===== src/rtl/fdc_pkg.sv =====
package fdc_pkg;
  // register addresses
  localparam int A_ERR      = 0;
  localparam int A_PHASE    = 1;
  localparam int A_STEP     = 2;
  localparam int A_MODE_CLR = 3;
  localparam int A_MODE_SET = 4;
  localparam int A_IFLAG    = 5;
  localparam int A_IMASK    = 6;
  localparam int A_TRACK    = 7;
  localparam int A_SECTOR   = 8;
  localparam int A_GAPFMT   = 9;
  localparam int A_FIRST    = 10;
  localparam int A_XFER     = 11;

  // mode word bit positions
  localparam int M_GO     = 3;
  localparam int M_WR     = 4;
  localparam int M_CMDHI  = 5;
  localparam int M_GOSTEP = 7;

  // interrupt flag bit positions
  localparam int F_STEP = 1;
  localparam int F_HDR  = 2;

  // error bit positions
  localparam int E_BUSY  = 0;
  localparam int E_CMD   = 1;
  localparam int E_WRITE = 2;
endpackage


===== src/rtl/fdc_evt_reg.sv =====
module fdc_evt_reg #(
  parameter int DW = 8
) (
  input  logic          clk,
  input  logic          rst_n,
  input  logic          rd_clr,
  input  logic [DW-1:0] set_bits,
  output logic [DW-1:0] q
);
  logic [DW-1:0] held;

  always_ff @(posedge clk or negedge rst_n) begin
    if (!rst_n) q <= '0;
    else        q <= held | set_bits;
  end

  always_comb held = rd_clr ? '0 : q;


  new_bit_survives_chk: assert property (@(posedge clk) disable iff (!rst_n)
    (set_bits != '0) |=> ((q & $past(set_bits)) == $past(set_bits)));


  read_clears_chk: assert property (@(posedge clk) disable iff (!rst_n)
    (rd_clr && set_bits == '0) |=> (q == '0));
endmodule


===== src/rtl/fdc_mode_ctl.sv =====
module fdc_mode_ctl
  import fdc_pkg::*;
#(
  parameter int         DW       = 8,
  parameter logic [2:0] STEP_CMD = 3'b000
) (
  input  logic          clk,
  input  logic          rst_n,
  input  logic          set_we,
  input  logic          clr_we,
  input  logic [DW-1:0] wdata,
  input  logic [1:0]    phase,
  input  logic          step_done,
  output logic [DW-1:0] mode,
  output logic          step_evt,
  output logic [DW-1:0] err_set,
  output logic          step_start,
  output logic          step_stop,
  output logic          acc_start,
  output logic          acc_stop
);
  localparam logic [DW-1:0] ENG_MASK = (DW'(1) << M_GO) | (DW'(1) << M_GOSTEP);

  logic [DW-1:0] mode_d, merged;
  logic [2:0]    cmd;
  logic busy, want_step, want_acc, cmd_ok, step_ok, acc_ok;
  logic step_stop_d, acc_stop_d;

  always_comb begin
    busy      = mode[M_GO] | mode[M_GOSTEP];
    merged    = mode | wdata;
    cmd       = {merged[M_CMDHI], phase};
    cmd_ok    = (cmd == STEP_CMD);
    want_step = set_we & wdata[M_GOSTEP];
    want_acc  = set_we & ~wdata[M_GOSTEP] & wdata[M_GO];
    step_ok   = want_step & ~busy & cmd_ok;
    acc_ok    = want_acc & ~busy & ~merged[M_WR];
    step_evt  = step_done & mode[M_GOSTEP];

    err_set = '0;
    if ((want_step | want_acc) & busy) err_set[E_BUSY]  = 1'b1;
    else if (want_step & ~cmd_ok)      err_set[E_CMD]   = 1'b1;
    else if (want_acc & merged[M_WR])  err_set[E_WRITE] = 1'b1;

    mode_d = mode;
    if (set_we) begin
      mode_d           = mode | (wdata & ~ENG_MASK);
      mode_d[M_GOSTEP] = mode[M_GOSTEP] | step_ok;
      mode_d[M_GO]     = mode[M_GO] | acc_ok;
    end else if (clr_we) begin
      mode_d = mode & ~wdata;
    end
    if (step_evt) mode_d[M_GOSTEP] = 1'b0;

    step_stop_d = clr_we & wdata[M_GOSTEP] & mode[M_GOSTEP];
    acc_stop_d  = clr_we & ~wdata[M_GOSTEP] & wdata[M_GO] & mode[M_GO];
  end

  always_ff @(posedge clk or negedge rst_n) begin
    if (!rst_n) begin
      mode       <= '0;
      step_start <= 1'b0;
      step_stop  <= 1'b0;
      acc_start  <= 1'b0;
      acc_stop   <= 1'b0;
    end else begin
      mode       <= mode_d;
      step_start <= step_ok;
      step_stop  <= step_stop_d;
      acc_start  <= acc_ok;
      acc_stop   <= acc_stop_d;
    end
  end


  go_bits_exclusive_chk: assert property (@(posedge clk) disable iff (!rst_n)
    !(mode[M_GO] && mode[M_GOSTEP]));


  step_start_new_chk: assert property (@(posedge clk) disable iff (!rst_n)
    step_start |-> (mode[M_GOSTEP] && !$past(mode[M_GOSTEP])));


  acc_start_new_chk: assert property (@(posedge clk) disable iff (!rst_n)
    acc_start |-> (mode[M_GO] && !$past(mode[M_GO])));


  step_pulse_single_chk: assert property (@(posedge clk) disable iff (!rst_n)
    step_start |=> !step_start);


  step_stop_idle_chk: assert property (@(posedge clk) disable iff (!rst_n)
    step_stop |-> !mode[M_GOSTEP]);


  start_mutex_chk: assert property (@(posedge clk) disable iff (!rst_n)
    $countones({step_start, acc_start}) <= 1);
endmodule


===== src/rtl/fdc_regif.sv =====
module fdc_regif
  import fdc_pkg::*;
#(
  parameter int         DW       = 8,
  parameter int         AW       = 4,
  parameter logic [2:0] STEP_CMD = 3'b000
) (
  input  logic          clk,
  input  logic          rst_n,
  input  logic          wr_en,
  input  logic          rd_en,
  input  logic [AW-1:0] addr,
  input  logic [DW-1:0] wdata,
  output logic [DW-1:0] rdata,
  output logic [DW-1:0] phase_o,
  output logic [DW-1:0] step_cnt_o,
  output logic [DW-1:0] first_sec_o,
  output logic [DW-1:0] xfer_cnt_o,
  output logic [DW-1:0] gap_o,
  output logic          wr_mode_o,
  output logic          step_start_o,
  output logic          step_stop_o,
  output logic          acc_start_o,
  output logic          acc_stop_o,
  input  logic          step_done_i,
  input  logic          hdr_valid_i,
  input  logic [DW-1:0] hdr_track_i,
  input  logic [DW-1:0] hdr_sector_i,
  input  logic [DW-1:0] hdr_format_i,
  input  logic [DW-1:0] eng_err_i,
  output logic          irq_o
);
  logic [DW-1:0] mode, err_q, flag_q, mask_q, track_q, sector_q, format_q;
  logic [DW-1:0] mode_err, flag_set, err_set_all;
  logic          step_evt, hdr_evt;
  logic          we_set, we_clr, rd_err, rd_flag;

  always_comb begin
    we_set   = wr_en && addr == AW'(A_MODE_SET);
    we_clr   = wr_en && addr == AW'(A_MODE_CLR);
    rd_err   = rd_en && addr == AW'(A_ERR);
    rd_flag  = rd_en && addr == AW'(A_IFLAG);
    hdr_evt  = hdr_valid_i & mode[M_GO];
    flag_set = '0;
    flag_set[F_STEP] = step_evt;
    flag_set[F_HDR]  = hdr_evt;
    err_set_all = mode_err | eng_err_i;
  end

  fdc_mode_ctl #(.DW(DW), .STEP_CMD(STEP_CMD)) u_mode (
    .clk        (clk),
    .rst_n      (rst_n),
    .set_we     (we_set),
    .clr_we     (we_clr),
    .wdata      (wdata),
    .phase      (phase_o[1:0]),
    .step_done  (step_done_i),
    .mode       (mode),
    .step_evt   (step_evt),
    .err_set    (mode_err),
    .step_start (step_start_o),
    .step_stop  (step_stop_o),
    .acc_start  (acc_start_o),
    .acc_stop   (acc_stop_o)
  );

  fdc_evt_reg #(.DW(DW)) u_flags (
    .clk      (clk),
    .rst_n    (rst_n),
    .rd_clr   (rd_flag),
    .set_bits (flag_set),
    .q        (flag_q)
  );

  fdc_evt_reg #(.DW(DW)) u_errs (
    .clk      (clk),
    .rst_n    (rst_n),
    .rd_clr   (rd_err),
    .set_bits (err_set_all),
    .q        (err_q)
  );

  // plain configuration registers
  always_ff @(posedge clk or negedge rst_n) begin
    if (!rst_n) begin
      phase_o     <= '0;
      step_cnt_o  <= '0;
      mask_q      <= '0;
      first_sec_o <= '1;
      xfer_cnt_o  <= '0;
      gap_o       <= '0;
    end else if (wr_en) begin
      case (addr)
        AW'(A_PHASE):  phase_o     <= wdata;
        AW'(A_STEP):   step_cnt_o  <= wdata;
        AW'(A_IMASK):  mask_q      <= wdata;
        AW'(A_FIRST):  first_sec_o <= wdata;
        AW'(A_XFER):   xfer_cnt_o  <= wdata;
        AW'(A_GAPFMT): gap_o       <= wdata;
        default: ;
      endcase
    end
  end

  // last address header seen by the access engine
  always_ff @(posedge clk or negedge rst_n) begin
    if (!rst_n) begin
      track_q  <= '0;
      sector_q <= '0;
      format_q <= '0;
    end else if (hdr_evt) begin
      track_q  <= hdr_track_i;
      sector_q <= hdr_sector_i;
      format_q <= hdr_format_i;
    end
  end

  always_comb begin
    case (addr)
      AW'(A_ERR):      rdata = err_q;
      AW'(A_PHASE):    rdata = phase_o;
      AW'(A_STEP):     rdata = step_cnt_o;
      AW'(A_MODE_CLR): rdata = mode;
      AW'(A_MODE_SET): rdata = mode;
      AW'(A_IFLAG):    rdata = flag_q;
      AW'(A_IMASK):    rdata = mask_q;
      AW'(A_TRACK):    rdata = track_q;
      AW'(A_SECTOR):   rdata = sector_q;
      AW'(A_GAPFMT):   rdata = format_q;
      AW'(A_FIRST):    rdata = first_sec_o;
      AW'(A_XFER):     rdata = xfer_cnt_o;
      default:         rdata = '0;
    endcase
  end

  assign wr_mode_o = mode[M_WR];
  assign irq_o     = |(flag_q & mask_q);


  irq_drops_on_read_chk: assert property (@(posedge clk) disable iff (!rst_n)
    (rd_flag && !step_evt && !hdr_evt) |=> !irq_o);


  hdr_ignored_idle_chk: assert property (@(posedge clk) disable iff (!rst_n)
    (hdr_valid_i && !mode[M_GO]) |=> ($stable(track_q) && $stable(format_q)));


  step_done_clears_chk: assert property (@(posedge clk) disable iff (!rst_n)
    (step_done_i && mode[M_GOSTEP]) |=> (!mode[M_GOSTEP] && flag_q[F_STEP]));
endmodule


===== config.mk =====
export PLATFORM = sky130hd
export DESIGN_NAME = fdc_regif
export DESIGN_NICKNAME = d
export VERILOG_FILES = /design/src/rtl/fdc_pkg.sv /design/src/rtl/fdc_evt_reg.sv /design/src/rtl/fdc_mode_ctl.sv /design/src/rtl/fdc_regif.sv
export SDC_FILE = /design/constraint.sdc
export NUM_CORES = 1
export LEC_CHECK = 0
export ABC_CLOCK_PERIOD_IN_PS = 4900
export BUFFER_PORTS_ARGS = -buffer_cell sky130_fd_sc_hd__buf_2
export CAP_MARGIN = 40
export CORE_ASPECT_RATIO = 1.2
export CORE_MARGIN = 2
export CORE_UTILIZATION = 30
export CTS_CLUSTER_DIAMETER = 50
export DETAILED_ROUTE_END_ITERATION = 8
export SLEW_MARGIN = 30
export SYNTH_ARGS = -nofsm -noshare
export SYNTH_HDL_FRONTEND = slang
export SYNTH_HIERARCHICAL = 1
export SYNTH_SLANG_ARGS = --single-unit

===== constraint.sdc =====
create_clock -name clk -period 4.9 [get_ports clk]
set_clock_uncertainty 0.1 [all_clocks]
set_input_delay 1.47 -clock clk [delete_from_list [all_inputs] [get_ports clk]]
set_output_delay 1.47 -clock clk [all_outputs]
set_load 0.02 [all_outputs]

==> results of run 1 <==
[logic make-up (layout without fill, tap and decap cells)]
family	count (synthesis)	count (layout)
flip-flops	100	100
AO/OA/AOI/OAI	78	78
buffers and inverters	33	142
other	2	12
AND/OR/NAND/NOR	88	88
multiplexers	86	86
[cell usage after synthesis (7+ instances only)]
cell type	count
buf_2	12
o21ai_0	9
nand2_1	20
dfstp_2	8
a22oi_1	9
nor2_1	10
nand3_1	11
and3_1	11
or2_2	9
a22o_1	11
dfrtp_1	92
nor2b_1	7
inv_1	7
a21o_1	17
mux2_2	78
[stage by stage]
stage / hold WS (ns) / worst slack (ns) / total power (uW)
final: 0.379 / 0.197 / 2620
after CTS: 0.383 / 0.227 / 2650
after floorplan: 0.341 / 0.538 / 1620
after global placement: 0.367 / 0.235 / 1910
after detailed placement: 0.368 / 0.220 / 1920
after global routing: 0.406 / 0.0964 / 2760
[critical path, delay by kind of cell]
family	cells	cell delay [ns]
AO/OA/AOI/OAI	3	0.94
buffers and inverters	2	0.56
AND/OR/NAND/NOR	1	0.15
[sequential cells by signal, indices dropped and copies added (netlist names), named ones only]
register,flops
first_sec_o,8
format_q,8
gap_o,8
mask_q,8
phase_o,8
sector_q,8
step_cnt_o,8
track_q,8
u_errs/q,8
u_flags/q,8
u_mode/acc_start,1
u_mode/acc_stop,1
u_mode/mode,2
u_mode/step_start,1
u_mode/step_stop,1
xfer_cnt_o,8
[layer usage]
metal  GRT usage  vias up  wire (um)
met5           0        -          0
met2       0.283      113       6940
met3      0.0361       29        727
met4      0.0896        0        588
li1            -     1647          -
met1       0.225     1793       6240
[power by group]
part / internal, uW / switching (uW) / total [uW] / leakage (uW)
clock network: 425 / 296 / 720 / 0.000146
registers: 1050 / 181 / 1230 / 0.00117
logic: 323 / 342 / 665 / 0.00137
[area by class of cell]
type	count	area, um^2	area share
timing repair buffer	117	627	0.107
tap	208	260	0.0444
antenna	1	2.50	0.000427
inverter	9	33.8	0.00576
clock buffer	13	260	0.0444
multi-input combinational	263	2120	0.362
clock inverter	3	46.3	0.00790
sequential	100	2510	0.429
[path summary, 6_finish.rpt]
| path | start | endpoint | slack (ns) | cells after the start |
|---|---|---|---|---|
| hold / removal | u_errs/q[6] | u_errs/q[6] | 0.38 | 1 |
| setup reg to reg | u_mode/mode[3] | track_q[3] | 3.27 | 2 |
| max in group asynchronous | rst_n | step_cnt_o[7] | 2.88 | 2 |
| min in group asynchronous | rst_n | track_q[3] | 1.06 | 1 |
| hold reg to reg | u_errs/q[6] | u_errs/q[6] | 0.38 | 1 |
| setup / recovery | addr[1] | rdata[0] | 0.20 | 6 |
==> out/results.txt, run 1 <==
Io pins - 104
Dpl cell area - 0.00555 mm^2
Worst-path clk slew - 0.06 ns
Sequential share of the synthesized area - 0.527
Crit path largest cell delay - 0.37 ns
Slew @ Worst Pin - 0.753 ns
Core ar. - 0.0156 mm^2
Mux contribution to synthesized area - 0.210
Worst-path cell chain - buf_2 > nor2_1 > a22o_1 > a222oi_1 > o221ai_1 > buf_2
Clock buffer depth - 2
Design Area, Final - 0.00586 mm^2
PostCTS Resize Cnt - 0
Setup TNS - 0 ns
Final nets - 550
RSZ-0062 raised after global routing - no
Most used cell, CP - buf_2
Gate Count Post-Synth - 387
Initial DRC Count - 205
GRT overflow - 0
Hold Crit Class - flip-flop to flip-flop
Post-CTS Setup Repair Bufs - 0
Highest-delay cell along the critical path - a222oi_1
# rows - 50
Pwr dens - 447 mW/mm^2
Slew Limit Fails - 0
Ys async rst share - 1.00
Clk root buf - clkbuf_16
CTS tree - done
Crit path max fanout - 20
Status - completed
DIE WIDTH - 119 um
Vias in the first global route - 3,710
Synth area leader - dfrtp_1
Worst Setup Start Kind - primary input
Via Count - 3,582
Period minus WS final - 4.70 ns
Setup CP Type - primary input to output port
Die area - 0.0169 mm^2
Share of layout cells above drive strength 1 - 0.467
Fillers - 1,563
DR pass1 iterations - 5
Remaining routing DRC violations - 0
Fmax - 0.213 GHz
Port Buffer Count - 103
Post-synthesis xor/xnor area fraction - 0
Routed vias/inst - 5.02
Skew-Pair Late Insertion Delay - 0.35 ns
EDFF count, synth - 0
GRT Overall Usage - 0.176
Layout area overhead - 22.9%
Synth top area share - 0.483
Commonest non-fill, non-tap cell in the layout - buf_2
Post-route ant nets - 0
Post-synthesis adder-cell area fraction - 0
Ranking of synthesized cells by area - dfrtp_1 (48%), mux2_2 (18%), dfstp_2 (4.4%), a21o_1 (2.7%), a22o_1 (2.0%)
Mean Syn Cell Area - 12.3 um^2
Initial antenna violation count - 1
Combinational family with the most area after synthesis - multiplexers
Worst VDD drop - 0.181 mV
Largest net degree at the start of global routing - 85
Tcrit/Tclk final - 0.960
#FFs+latches synth - 100
Hold Vio Cnt, Final - 0
WL/cell - 20.3 um
Starting density of the core - 0.306
Finished Layout Cells - 714
Fin util - 0.376
Final setup violation count - 0
Post-CTS Hold Buffers - 0
TritonCTS buffer count - 9
Sink Count - 100
Syn. warnings - 6
First-pass GRT wire length - 22,300 um
Setup crit end kind - output port
Relative slew slack - 0.498
Final WL - 14,500 um
Post-synth cell types - 53
Dpl cells - 697
Leading cell types in the layout, fill and taps excluded - buf_2 (102), dfrtp_1 (92), mux2_2 (78)
Post-detailed-placement half-perimeter wirelength - 11,000 um
Top_reg_cell synth - dfrtp_1
Worst path required time - 3.33 ns
Post-Syn Area - 0.00477 mm^2
Number of max-cap violations - 0
Crit path DAT - 3.13 ns
Pleak - 0.00269 uW
Routability congestion estimate - 0.907
Die height - 142 um
Compound-Gate Fraction of Synth Area - 0.124
Post-Synth Simple-Gate Area - 0.102
CTS H-tree depth - 3
Note: power is estimated with default switching activity, not from simulation.
==> inputs of run 2 (changes only) <==
- PLACE_DENSITY: default -> 0.45
==> run 2 against run 1 <==
Effect of this change: utilization rose by 0.79 points; non-clock buffer count up 5; sequential cell count unchanged; routed wire length rose by 4.5%; clock power increased by 21%; hold slack better by 0.00079 ns; setup slack lost 0.046 ns; power rose by 5.9%; maximum frequency shrank 0.97%; first-iteration DRC count up 26%; via count shrank 0.14%; register-to-register slack worse by 0.04 ns; highest routed layer unchanged.
==> out/results.txt, run 2 (synthesis gave the netlist of run 1 again) <==
Routed vias/inst - 4.98 (was 5.02)
Largest net degree at the start of global routing - 51 (was 85)
Slew @ Worst Pin - 0.706 ns (was 0.753 ns)
Dpl cell area - 0.00562 mm^2 (was 0.00555 mm^2)
# rows - 50 (unchanged)
Worst path required time - 3.33 ns (about the same)
Hold Crit Class - flip-flop to flip-flop (unchanged)
Fin Hold WS - 0.379 ns (about the same)
Io pins - 104 (unchanged)
First-pass GRT wire length - 22,800 um (was 22,300 um)
Final WL - 15,100 um (was 14,500 um)
GRT Overall Usage - 0.184 (was 0.176)
Crit path max fanout - 21 (was 20)
Pleak - 0.00275 uW (was 0.00269 uW)
Final nets - 555 (was 550)
Pwr dens - 463 mW/mm^2 (was 447 mW/mm^2)
Worst-path clk slew - 0.07 ns (was 0.06 ns)
GRT overflow - 0 (unchanged)
Vias in the first global route - 3,682 (was 3,710)
WL/cell - 21.1 um (was 20.3 um)
Post-route ant nets - 0 (unchanged)
Worst-path cell chain - buf_2 > buf_4 > nor2b_1 > a22oi_1 > o21ai_0 > a221o_1 > buf_2 (was buf_2 > nor2_1 > a22o_1 > a222oi_1 > o221ai_1 > buf_2)
WHS Path Cells - 1 (unchanged)
RSZ-0062 raised after global routing - no (unchanged)
Highest-delay cell along the critical path - nor2b_1 (was a222oi_1)
Routability congestion estimate - 0.868 (was 0.907)
Worst Setup Start Kind - primary input (unchanged)
Most used cell, CP - buf_2 (unchanged)
Design Area, Final - 0.00599 mm^2 (was 0.00586 mm^2)
Final setup violation count - 0 (unchanged)
Fmax - 0.211 GHz (was 0.213 GHz)
Layout area overhead - 25.5% (was 22.9%)
Crit path depth - 7 (was 6)
DR pass1 iterations - 5 (unchanged)
Commonest non-fill, non-tap cell in the layout - buf_2 (unchanged)
Initial DRC Count - 258 (was 205)
Number of max-cap violations - 0 (unchanged)
Die area - 0.0169 mm^2 (unchanged)
Via Count - 3,577 (was 3,582)
Leading cell types in the layout, fill and taps excluded - buf_2 (102), dfrtp_1 (92), mux2_2 (78) (unchanged)
Skew-Pair Late Insertion Delay - 0.35 ns (about the same)
Port Buffer Count - 103 (unchanged)
Number of diodes - 0 (was 1)
Post-CTS Setup Repair Bufs - 0 (unchanged)
Cell family with the largest share of critical-path delay - buffers and inverters (was compound AO/OA/AOI/OAI gates)
Clk root buf - clkbuf_16 (unchanged)
Die height - 142 um (unchanged)
Initial antenna violation count - 0 (was 1)
Share of layout cells above drive strength 1 - 0.475 (was 0.467)
Worst VDD drop - 0.177 mV (was 0.181 mV)
PostCTS Resize Cnt - 0 (unchanged)
Hold Vio Cnt, Final - 0 (unchanged)
Starting density of the core - 0.306 (unchanged)
DIE WIDTH - 119 um (unchanged)
TritonCTS buffer count - 9 (unchanged)
Clock buffer depth - 2 (unchanged)
Sink Count - 100 (unchanged)
Status - completed (unchanged)
Period minus WS final - 4.75 ns (was 4.70 ns)
CTS tree - done (unchanged)
Crit path DAT - 3.18 ns (was 3.13 ns)
Remaining routing DRC violations - 0 (unchanged)
Tcrit/Tclk final - 0.969 (was 0.960)
Crit path largest cell delay - 0.42 ns (was 0.37 ns)
CTS H-tree depth - 3 (unchanged)
Post-detailed-placement half-perimeter wirelength - 11,200 um (was 11,000 um)
Slew Limit Fails - 0 (unchanged)
Post-CTS Hold Buffers - 0 (unchanged)
Core ar. - 0.0156 mm^2 (unchanged)
Setup CP Type - primary input to output port (unchanged)
Relative slew slack - 0.528 (was 0.498)
Setup TNS - 0 ns (unchanged)
Bufs and invs on worst path - 3 (was 2)
Setup crit end kind - output port (unchanged)
Cells on worst reg2reg path - 2 (unchanged)
-- run 2: path summary, 6_finish.rpt --
check	slack [ns]	to	from
setup / recovery	0.15	rdata[3]	addr[1]
hold / removal	0.38	u_errs/q[7]	u_errs/q[7]
setup reg to reg	3.23	track_q[0]	u_mode/mode[3]
hold reg to reg	0.38	u_errs/q[7]	u_errs/q[7]
max in group asynchronous	2.98	phase_o[5]	rst_n
min in group asynchronous	0.92	sector_q[7]	rst_n
-- run 2: cell type report --
class	instances	area [um^2]
fill	1523	9590
inverter	9	33.8
multi-input combinational	263	2120
clock inverter	6	136
sequential	100	2510
clock buffer	10	229
timing repair buffer	122	693
tap	208	260
-- run 2: routing by layer --
layer / GRT usage / wire, um
met5: 0 / 0
met4: 0.0777 / 373
met3: 0.0292 / 748
met2: 0.303 / 7400
met1: 0.240 / 6620
-- run 2: power by group --
| group | switching (uW) | leakage [uW] | internal (uW) |
|---|---|---|---|
| registers | 177 | 0.00117 | 1050 |
| logic | 346 | 0.00140 | 329 |
| clock network | 318 | 0.000173 | 552 |
| total | 841 | 0.00275 | 1930 |
-- run 2: through the flow --
stage / cells / setup WS (ns) / power [uW] / util
2_1_floorplan: 396 / 0.538 / 1620 / -
3_3_place_gp: 701 / 0.240 / 1910 / 0.359
3_5_place_dp: 702 / 0.182 / 1930 / 0.361
4_1_cts: 718 / 0.190 / 2800 / 0.384
5_1_grt: 718 / 0.0188 / 2910 / 0.384
6_report: 718 / 0.150 / 2770 / 0.384
==> inputs of run 3 (changes only) <==
- RECOVER_POWER: default -> 50
==> run 3 against run 2 <==
Effect of this change: non-clock buffer count unchanged; cell area shrank 0.61%; hold slack got worse by 0.0041 ns; largest cell class unchanged.
==> out/results.txt, run 3 (synthesis gave the netlist of run 1 again) <==
Status - completed (unchanged)
Setup crit end kind - output port (unchanged)
Crit path DAT - 3.21 ns (was 3.18 ns)
Starting density of the core - 0.306 (unchanged)
Die area - 0.0169 mm^2 (unchanged)
Setup TNS - 0 ns (unchanged)
Worst-path clk slew - 0.06 ns (was 0.07 ns)
Hold Crit Class - flip-flop to flip-flop (unchanged)
GRT overflow - 0 (unchanged)
Number of diodes - 0 (unchanged)
Layout area overhead - 24.7% (was 25.5%)
Clock buffer depth - 2 (unchanged)
Worst Setup Start Kind - primary input (unchanged)
Final nets - 555 (unchanged)
Fillers - 1,527 (was 1,523)
Worst VDD drop - 0.176 mV (was 0.177 mV)
PostCTS Resize Cnt - 0 (unchanged)
Final WL - 15,200 um (was 15,100 um)
Leading cell types in the layout, fill and taps excluded - buf_2 (102), dfrtp_1 (92), mux2_2 (78) (unchanged)
Core ar. - 0.0156 mm^2 (unchanged)
Hold Vio Cnt, Final - 0 (unchanged)
Die height - 142 um (unchanged)
Number of max-cap violations - 0 (unchanged)
Setup CP Type - primary input to output port (unchanged)
Largest net degree at the start of global routing - 51 (unchanged)
WL/cell - 21.2 um (was 21.1 um)
Final setup violation count - 0 (unchanged)
TritonCTS buffer count - 9 (unchanged)
Share of layout cells above drive strength 1 - 0.465 (was 0.475)
Vias in the first global route - 3,682 (unchanged)
Pwr dens - 466 mW/mm^2 (was 463 mW/mm^2)
Tcrit/Tclk final - 0.976 (was 0.969)
RSZ-0062 raised after global routing - no (unchanged)
Pleak - 0.00273 uW (was 0.00275 uW)
Slew Limit Fails - 0 (unchanged)
Io pins - 104 (unchanged)
DR pass1 iterations - 5 (unchanged)
Fmax - 0.209 GHz (was 0.211 GHz)
Post-CTS Setup Repair Bufs - 0 (unchanged)
First-pass GRT wire length - 22,800 um (unchanged)
CTS tree - done (unchanged)
Crit path max fanout - 21 (unchanged)
Sink Count - 100 (unchanged)
Multi-input logic area - 0.00212 mm^2 (about the same)
# rows - 50 (unchanged)
Dpl cell area - 0.00562 mm^2 (unchanged)
Slew @ Worst Pin - 1.44 ns (was 0.706 ns)
Port Buffer Count - 103 (unchanged)
Initial DRC Count - 252 (was 258)
Skew-Pair Late Insertion Delay - 0.36 ns (was 0.35 ns)
Period minus WS final - 4.78 ns (was 4.75 ns)
Post-route ant nets - 0 (unchanged)
Post-CTS Hold Buffers - 0 (unchanged)
Remaining routing DRC violations - 0 (unchanged)
Routed vias/inst - 5.02 (was 4.98)
Commonest non-fill, non-tap cell in the layout - buf_2 (unchanged)
GRT Overall Usage - 0.184 (unchanged)
CTS H-tree depth - 3 (unchanged)
Post-detailed-placement half-perimeter wirelength - 11,200 um (unchanged)
Fin util - 0.382 (was 0.384)
DIE WIDTH - 119 um (unchanged)
Via Count - 3,601 (was 3,577)
Sequential Area - 0.00251 mm^2 (unchanged)
Clk root buf - clkbuf_16 (unchanged)
Routability congestion estimate - 0.868 (unchanged)
Initial antenna violation count - 0 (unchanged)
Design Area, Final - 0.00595 mm^2 (was 0.00599 mm^2)
Worst path required time - 3.33 ns (about the same)
Relative slew slack - 0.0429 (was 0.528)
[run 3: cell count changes in the layout (fill, tap and decap cells not counted), sizes merged]
cell / delta
buf: -4
clkbuf: +4
[run 3: report_power, final]
group	leakage [uW]	total, uW	switching, uW	internal (uW)
Sequential	0.00117	1230	180	1050
Combinational	0.00138	671	345	326
Clock	0.000173	870	318	552
Total	0.00273	2770	843	1930
[run 3: cell type report]
class | instances | share of cell area
Clock buffer | 10 | 0.0385
Clock inverter | 6 | 0.0229
Inverter | 9 | 0.00568
Multi-Input combinational cell | 263 | 0.356
Sequential cell | 100 | 0.422
Tap cell | 208 | 0.0437
Timing Repair Buffer | 122 | 0.111
[run 3: worst max-delay path: stages]
cell	delay, ns
buf_2	0.35
buf_4	0.21
nor2b_1	0.43
a22oi_1	0.15
o21ai_0	0.19
a221o_1	0.22
buf_2	0.18
[run 3: path summary, 6_finish.rpt]
kind,start,to,slack [ns],cells after the start
min in group asynchronous,rst_n,sector_q[7],1.33,1
max,addr[1],rdata[3],0.12,7
min reg2reg,u_errs/q[2],u_errs/q[2],0.38,1
min,u_errs/q[2],u_errs/q[2],0.38,1
max in group asynchronous,rst_n,phase_o[5],1.00,3
max reg2reg,u_mode/mode[3],track_q[0],2.85,2
[run 3: stage by stage]
stage / hold slack [ns] / worst slack (ns) / instances / power [uW]
6_report: 0.375 / 0.120 / 718 / 2770
5_1_grt: 0.393 / 0.0188 / 718 / 2900
4_1_cts: 0.383 / 0.190 / 718 / 2800
3_5_place_dp: 0.368 / 0.182 / 702 / 1930
3_3_place_gp: 0.366 / 0.240 / 701 / 1910
2_1_floorplan: 0.341 / 0.538 / 396 / 1620
[run 3: layer usage]
metal | global-route usage | up-vias | share of wire
li1 | - | 1649 | -
met1 | 0.240 | 1809 | 0.44
met2 | 0.303 | 116 | 0.49
met3 | 0.0292 | 27 | 0.042
met4 | 0.0777 | 0 | 0.025
met5 | 0 | - | 0
